==> config.mk <==
export PLATFORM = sky130hd
export DESIGN_NAME = fwft_out_stage
export DESIGN_NICKNAME = d
export VERILOG_FILES = /design/src/rtl/fwft_pkg.sv /design/src/rtl/fwft_fetch_ctl.sv /design/src/rtl/fwft_stage_reg.sv /design/src/rtl/fwft_out_stage.sv
export SDC_FILE = /design/constraint.sdc
export NUM_CORES = 1
export LEC_CHECK = 0
export BUFFER_PORTS_ARGS = -buffer_cell sky130_fd_sc_hd__buf_2
export CAP_MARGIN = 15
export CORE_MARGIN = 5
export CORE_UTILIZATION = 24
export CTS_CLUSTER_DIAMETER = 80
export DETAILED_ROUTE_END_ITERATION = 6
export PLACE_DENSITY = 0.45
export SETUP_SLACK_MARGIN = 0.02
export SYNTH_ARGS = -nofsm -noshare
export SYNTH_HDL_FRONTEND = slang
export SYNTH_HIERARCHICAL = 1
export SYNTH_SLANG_ARGS = --single-unit
export TNS_END_PERCENT = 20
==> constraint.sdc <==
create_clock -name clk -period 1.5 [get_ports clk]
set_clock_uncertainty 0.1 [all_clocks]
set_input_delay 0.15 -clock clk [delete_from_list [all_inputs] [get_ports clk]]
set_output_delay 0.15 -clock clk [all_outputs]
set_load 0.02 [all_outputs]
==> src/rtl/fwft_pkg.sv <==
`timescale 1ns/1ps
package fwft_pkg;
  // Default data width of the read path.
  parameter int unsigned FWFT_DEFAULT_W = 18;
  // Holding registers between the storage read register and the consumer
  // (one middle stage plus the output register).
  parameter int unsigned FWFT_HOLD_STAGES = 2;
  // Edges from storage non-empty to ready: one fetch edge plus each stage.
  parameter int unsigned FWFT_FILL_EDGES = FWFT_HOLD_STAGES + 1;
endpackage

==> src/rtl/fwft_fetch_ctl.sv <==
`timescale 1ns/1ps
module fwft_fetch_ctl (
  input  logic clk,
  input  logic rst,
  input  logic mem_empty,
  input  logic slot_drain,
  output logic mem_rd,
  output logic pend
);
  logic pend_q;

  // Pop a word when storage has one and the storage read register is free
  // or its word moves into the first holding stage this cycle.
  assign mem_rd = ~rst & ~mem_empty & (~pend_q | slot_drain);
  assign pend   = pend_q;

  always_ff @(posedge clk) begin
    if (rst) begin
      pend_q <= 1'b0;
    end else if (mem_rd) begin
      pend_q <= 1'b1;
    end else if (slot_drain) begin
      pend_q <= 1'b0;
    end
  end
endmodule

==> src/rtl/fwft_stage_reg.sv <==
`timescale 1ns/1ps
module fwft_stage_reg #(
  parameter int unsigned DATA_W = 18
) (
  input  logic              clk,
  input  logic              rst,
  input  logic              load,
  input  logic              drain,
  input  logic [DATA_W-1:0] din,
  output logic [DATA_W-1:0] q,
  output logic              valid
);
  always_ff @(posedge clk) begin
    if (rst) begin
      valid <= 1'b0;
    end else if (load) begin
      valid <= 1'b1;
    end else if (drain) begin
      valid <= 1'b0;
    end
  end

  // Data is never cleared on drain: a consumed word stays visible.
  always_ff @(posedge clk) begin
    if (rst) begin
      q <= '0;
    end else if (load) begin
      q <= din;
    end
  end
endmodule

==> src/rtl/fwft_out_stage.sv <==
`timescale 1ns/1ps
module fwft_out_stage
  import fwft_pkg::*;
#(
  parameter int unsigned DATA_W = FWFT_DEFAULT_W
) (
  input  logic              clk,
  input  logic              rst,
  input  logic              rd_en_n,
  input  logic              mem_empty,
  input  logic [DATA_W-1:0] mem_rdata,
  output logic              mem_rd,
  output logic [DATA_W-1:0] dout,
  output logic              out_rdy_n
);
  localparam int unsigned NS   = FWFT_HOLD_STAGES;
  localparam int unsigned LAST = NS - 1;
  localparam int unsigned LAT  = FWFT_FILL_EDGES;

  logic [NS-1:0]     stg_v;
  logic [NS-1:0]     stg_load;
  logic [NS-1:0]     stg_fill;
  logic [NS-1:0]     stg_drain;
  logic [DATA_W-1:0] stg_din [NS];
  logic [DATA_W-1:0] stg_q   [NS];
  logic              pend;
  logic              take;

  // A true read: output register holds a word and the enable is low.
  assign take = stg_v[LAST] & ~rd_en_n;

  fwft_fetch_ctl u_fetch (
    .clk        (clk),
    .rst        (rst),
    .mem_empty  (mem_empty),
    .slot_drain (stg_load[0]),
    .mem_rd     (mem_rd),
    .pend       (pend)
  );

  for (genvar i = 0; i < NS; i++) begin : g_stg
    if (i == 0) begin : g_head
      assign stg_fill[i] = pend;
      assign stg_din[i]  = mem_rdata;
    end else begin : g_body
      assign stg_fill[i] = stg_v[i-1];
      assign stg_din[i]  = stg_q[i-1];
    end

    if (i == LAST) begin : g_tail
      assign stg_drain[i] = take;
    end else begin : g_link
      assign stg_drain[i] = stg_load[i+1];
    end

    assign stg_load[i] = stg_fill[i] & (~stg_v[i] | stg_drain[i]);

    fwft_stage_reg #(.DATA_W(DATA_W)) u_reg (
      .clk   (clk),
      .rst   (rst),
      .load  (stg_load[i]),
      .drain (stg_drain[i]),
      .din   (stg_din[i]),
      .q     (stg_q[i]),
      .valid (stg_v[i])
    );
  end

  assign dout      = stg_q[LAST];
  assign out_rdy_n = ~stg_v[LAST];

  // Ready may only rise after an edge that saw a true read.
  AST_RDY_RISE_ON_READ: assert property (@(posedge clk) disable iff (rst)
    $rose(out_rdy_n) |-> $past(~rd_en_n));

  // While nothing untaken is shown, the outputs stay frozen.
  AST_STALE_HOLD: assert property (@(posedge clk) disable iff (rst)
    (out_rdy_n && $past(out_rdy_n)) |-> $stable(dout));

  // A fall of ready traces back to a storage strobe exactly LAT edges ago.
  AST_FILL_LATENCY: assert property (@(posedge clk) disable iff (rst)
    $fell(out_rdy_n) |-> $past(mem_rd, LAT));

  // A read with a staged word behind it presents that word next cycle
  // (stage 0 feeds the output register with the default two stages).
  AST_BACK_TO_BACK: assert property (@(posedge clk) disable iff (rst)
    (!out_rdy_n && !rd_en_n && stg_v[0]) |=> (!out_rdy_n && dout == $past(stg_q[0])));
endmodule

==> run_results.csv <==
group,metric,value,unit
flow_run,cap_viol_max_count,0,
synth,yosys.area.top_type,"dfxtp_1",
floorplanning,start_util,24.6,%
place,dp_slack,0.144,ns
detailed_routing,firstDrtPassIters,4,
final_layout,drive_gt1_share,33.9,%
floorplanning,core-area,5890,µm²
worst_setup_path,worstPathArrival,1.25,ns
grt,antenna_found_initial,0,
min_path,worstHoldStart,"mem_rdata[4]",
worst_setup_path,critical_path.endpoint,"mem_rd",
clock_tree,clkSinkCount,39,
worst_setup_path,worst_r2r_path_depth,6,
place,io_buffers,41,
final_layout,multiInputGateArea,586,µm²
floorplanning,dieArea,7670,µm²
timing,layout_min_cycle_time,1.50,ns
outcome,outcome,"finished, final reports clean",
final_layout,insertedDiodeCount,0,
synth,syn-instance-count,133,
synth,synth-seq-cells,39,
pwr,power,2.07,mW
floorplanning,die_x,87.6,µm
worst_setup_path,path_delay_family,"flip-flops",
grt,grt_pass1_wl,4770,µm
detailed_routing,wl,2890,µm
timing,max_freq,669,MHz
clock_tree,worstSkewPairLatency,0.28,ns
timing,rsz0062_at_grt,"yes",
place,place_congestion,0.638,
clock_tree,htreeDepth,2,
floorplanning,die_h,87.6,µm
clock_tree,cts_buffer_depth,2,
min_path,min_path_type,"primary input to flop",
detailed_routing,drtIter0Drc,29,
worst_setup_path,crit_path_start_kind,"flop",
pwr,irDropWorstVdd,391,µV
timing,slew_violations,0,
detailed_routing,vias,1003,
timing,hold_viol_final,0,
worst_setup_path,crit_fanout,2,
worst_setup_path,crit_start,"u_fetch/pend",
detailed_routing,routedWlPerCell,11.1,µm
synth,synthesis.area,1450,µm²
grt,grt_pass1_vias,1036,
timing,tns,0,ns
synth,post-synth-top-count-cell,"dfxtp_1",
place,hpwl,2000,µm
worst_setup_path,cp-end-kind,"output port",
final_layout,final_nets,208,
worst_setup_path,r2r-end,"g_stg[0].u_reg/q[1]",
synth,synthTopCellsByCount,"dfxtp_1, nor2_1, mux2i_1",
clock_tree,numCtsBuffers,5,
worst_setup_path,cp_num_cells,5,
synth,seq_area_frac_synth,54.0,%
worst_setup_path,worstPathCellList,"inv_2 -> a31oi_4 -> nand2b_4 -> nor3b_2 -> buf_4",
pwr,power.density,1090,nW/µm²
floorplanning,io_pins,42,
detailed_routing,via_per_inst,3.84,
synth,synthFlopType,"dfxtp_1",
detailed_routing,remaining_drc_errors,0,
worst_setup_path,slowest_delay,0.35,ns
timing,holdWs,0.0113,ns
grt,grt_usage,8.09,%
place,dpl.cell_count,246,
clock_tree,clk_pin_slew_worst_paths,0.07,ns
synth,yosys_warnings,6,
synth,async_reset_ff_share,0,%
worst_setup_path,rrSetupSlack,0.17,ns
grt,grt_max_degree,40,
final_layout,area_delta_synth_final,31.6,%
timing,relSlewSlack,87.1,%
synth,syn_area_per_cell,10.9,µm²
clock_tree,clockRootBuffer,"clkbuf_8",
final_layout,layout.area.seq,787,µm²
floorplanning,rows,28,
worst_setup_path,critPathKind,"flop to output port",
synth,synthTopCellsByArea,"dfxtp_1, mux2i_1, nor2_1",
timing,tightestPinTransition,0.193,ns
timing,setup_viol_count_final,0,
detailed_routing,postRouteAntennaNets,0,
timing,fin_crit_sh,99.7,%
synth,synthDistinctLibCells,13,
final_layout,fillers,634,
grt,grt.overflow.total,0,
worst_setup_path,cpMaxStageDelayCell,"dfxtp_4",
final_layout,instances_no_fill,261,
timing,finalWorstSetupSlack,0.00419,ns
pwr,p_leak,0.844,nW
synth,synth_edf_count,0,
synth,synth_top_area_share,54.0,%
worst_setup_path,worst-path-buf-inv,2,
clock_tree,cts_tree,"done",
synth,syn_nets,155,
worst_setup_path,reg2reg_from,"u_fetch/pend",
worst_setup_path,cp_data_required_time,1.25,ns
-- worst reg2reg max path: stages (launching register included) --
cell	delay, ns
dfxtp_4	0.35
inv_2	0.04
a31oi_4	0.13
buf_4	0.13
buf_4	0.20
mux2i_1	0.22
nor2_1	0.05
-- how the worst min path moves through the flow --
stage	to	slack, ns	cells past startpoint
floorplan	u_fetch/pend	0.12	1
global placement	u_fetch/pend	0.27	2
detailed placement	u_fetch/pend	0.26	2
CTS	g_stg[0].u_reg/q[7]	0.0004	3
global route	g_stg[0].u_reg/q[14]	0.01	3
finish	g_stg[0].u_reg/q[4]	0.01	3
-- state kept, by name, indices dropped and copies added, names as in the netlist --
| name | count |
|---|---|
| g_stg.u_reg/q | 36 |
| g_stg.u_reg/valid | 2 |
| u_fetch/pend | 1 |
-- repair_timing --
item,4_1_cts,5_1_grt
hold endpoints to repair,5,1
endpoints found under the setup margin,1,1
buffers inserted,1,1
resized for setup,4,2
hold buffers,5,1
-- through the flow --
step / util (%) / cell area (µm²)
detailed placement: 29.4 / 1730
finish: 32.3 / 1900
global placement: 29.4 / 1730
global route: 32.3 / 1900
CTS: 32.0 / 1880
floorplan: - / 1450
-- layout make-up --
type                    instances  area share, %
inverters                       4          0.789
multi-input cells              82           30.8
flip-flops and latches         39           41.4
clock inverters                 1          0.263
clock buffers                   6           4.34
well taps                      75           4.93
repair buffers                 54           17.5
-- per-layer routing --
| metal | part of all wire, % | track usage [%] | vias up |
|---|---|---|---|
| li1 | - | - | 539 |
| met1 | 49 | 10.0 | 429 |
| met2 | 42 | 12.5 | 30 |
| met3 | 8.1 | 3.57 | 5 |
| met4 | 1.0 | 2.93 | 0 |
| met5 | 0 | 0 | - |
-- power breakdown --
group          switching (mW)  internal [mW]  leakage, nW
sequential             0.0269           1.08        0.319
combinational           0.129          0.132        0.478
clock                   0.341          0.361       0.0470
-- cell usage in the layout (no fill, tap or decap), types with 3 or more instances in the layout --
cell type | synthesis | final
mux2i_1 | 36 | 36
a21oi_1 | 3 | 3
dfxtp_1 | 39 | 36
dlygate4sd3_1 | 0 | 6
buf_2 | 4 | 40
nor2_1 | 37 | 37
buf_4 | 0 | 7
inv_1 | 4 | 3
clkbuf_8 | 0 | 6
-- cells by family after synthesis --
family / after synthesis / share of synthesized area (%)
simple gates: 41 / 12.3
flops: 39 / 54.0
mux: 36 / 24.9
compound gates: 5 / 1.99
buf+inv: 12 / 6.75
No activity file was read; power rests on OpenSTA's default activity.
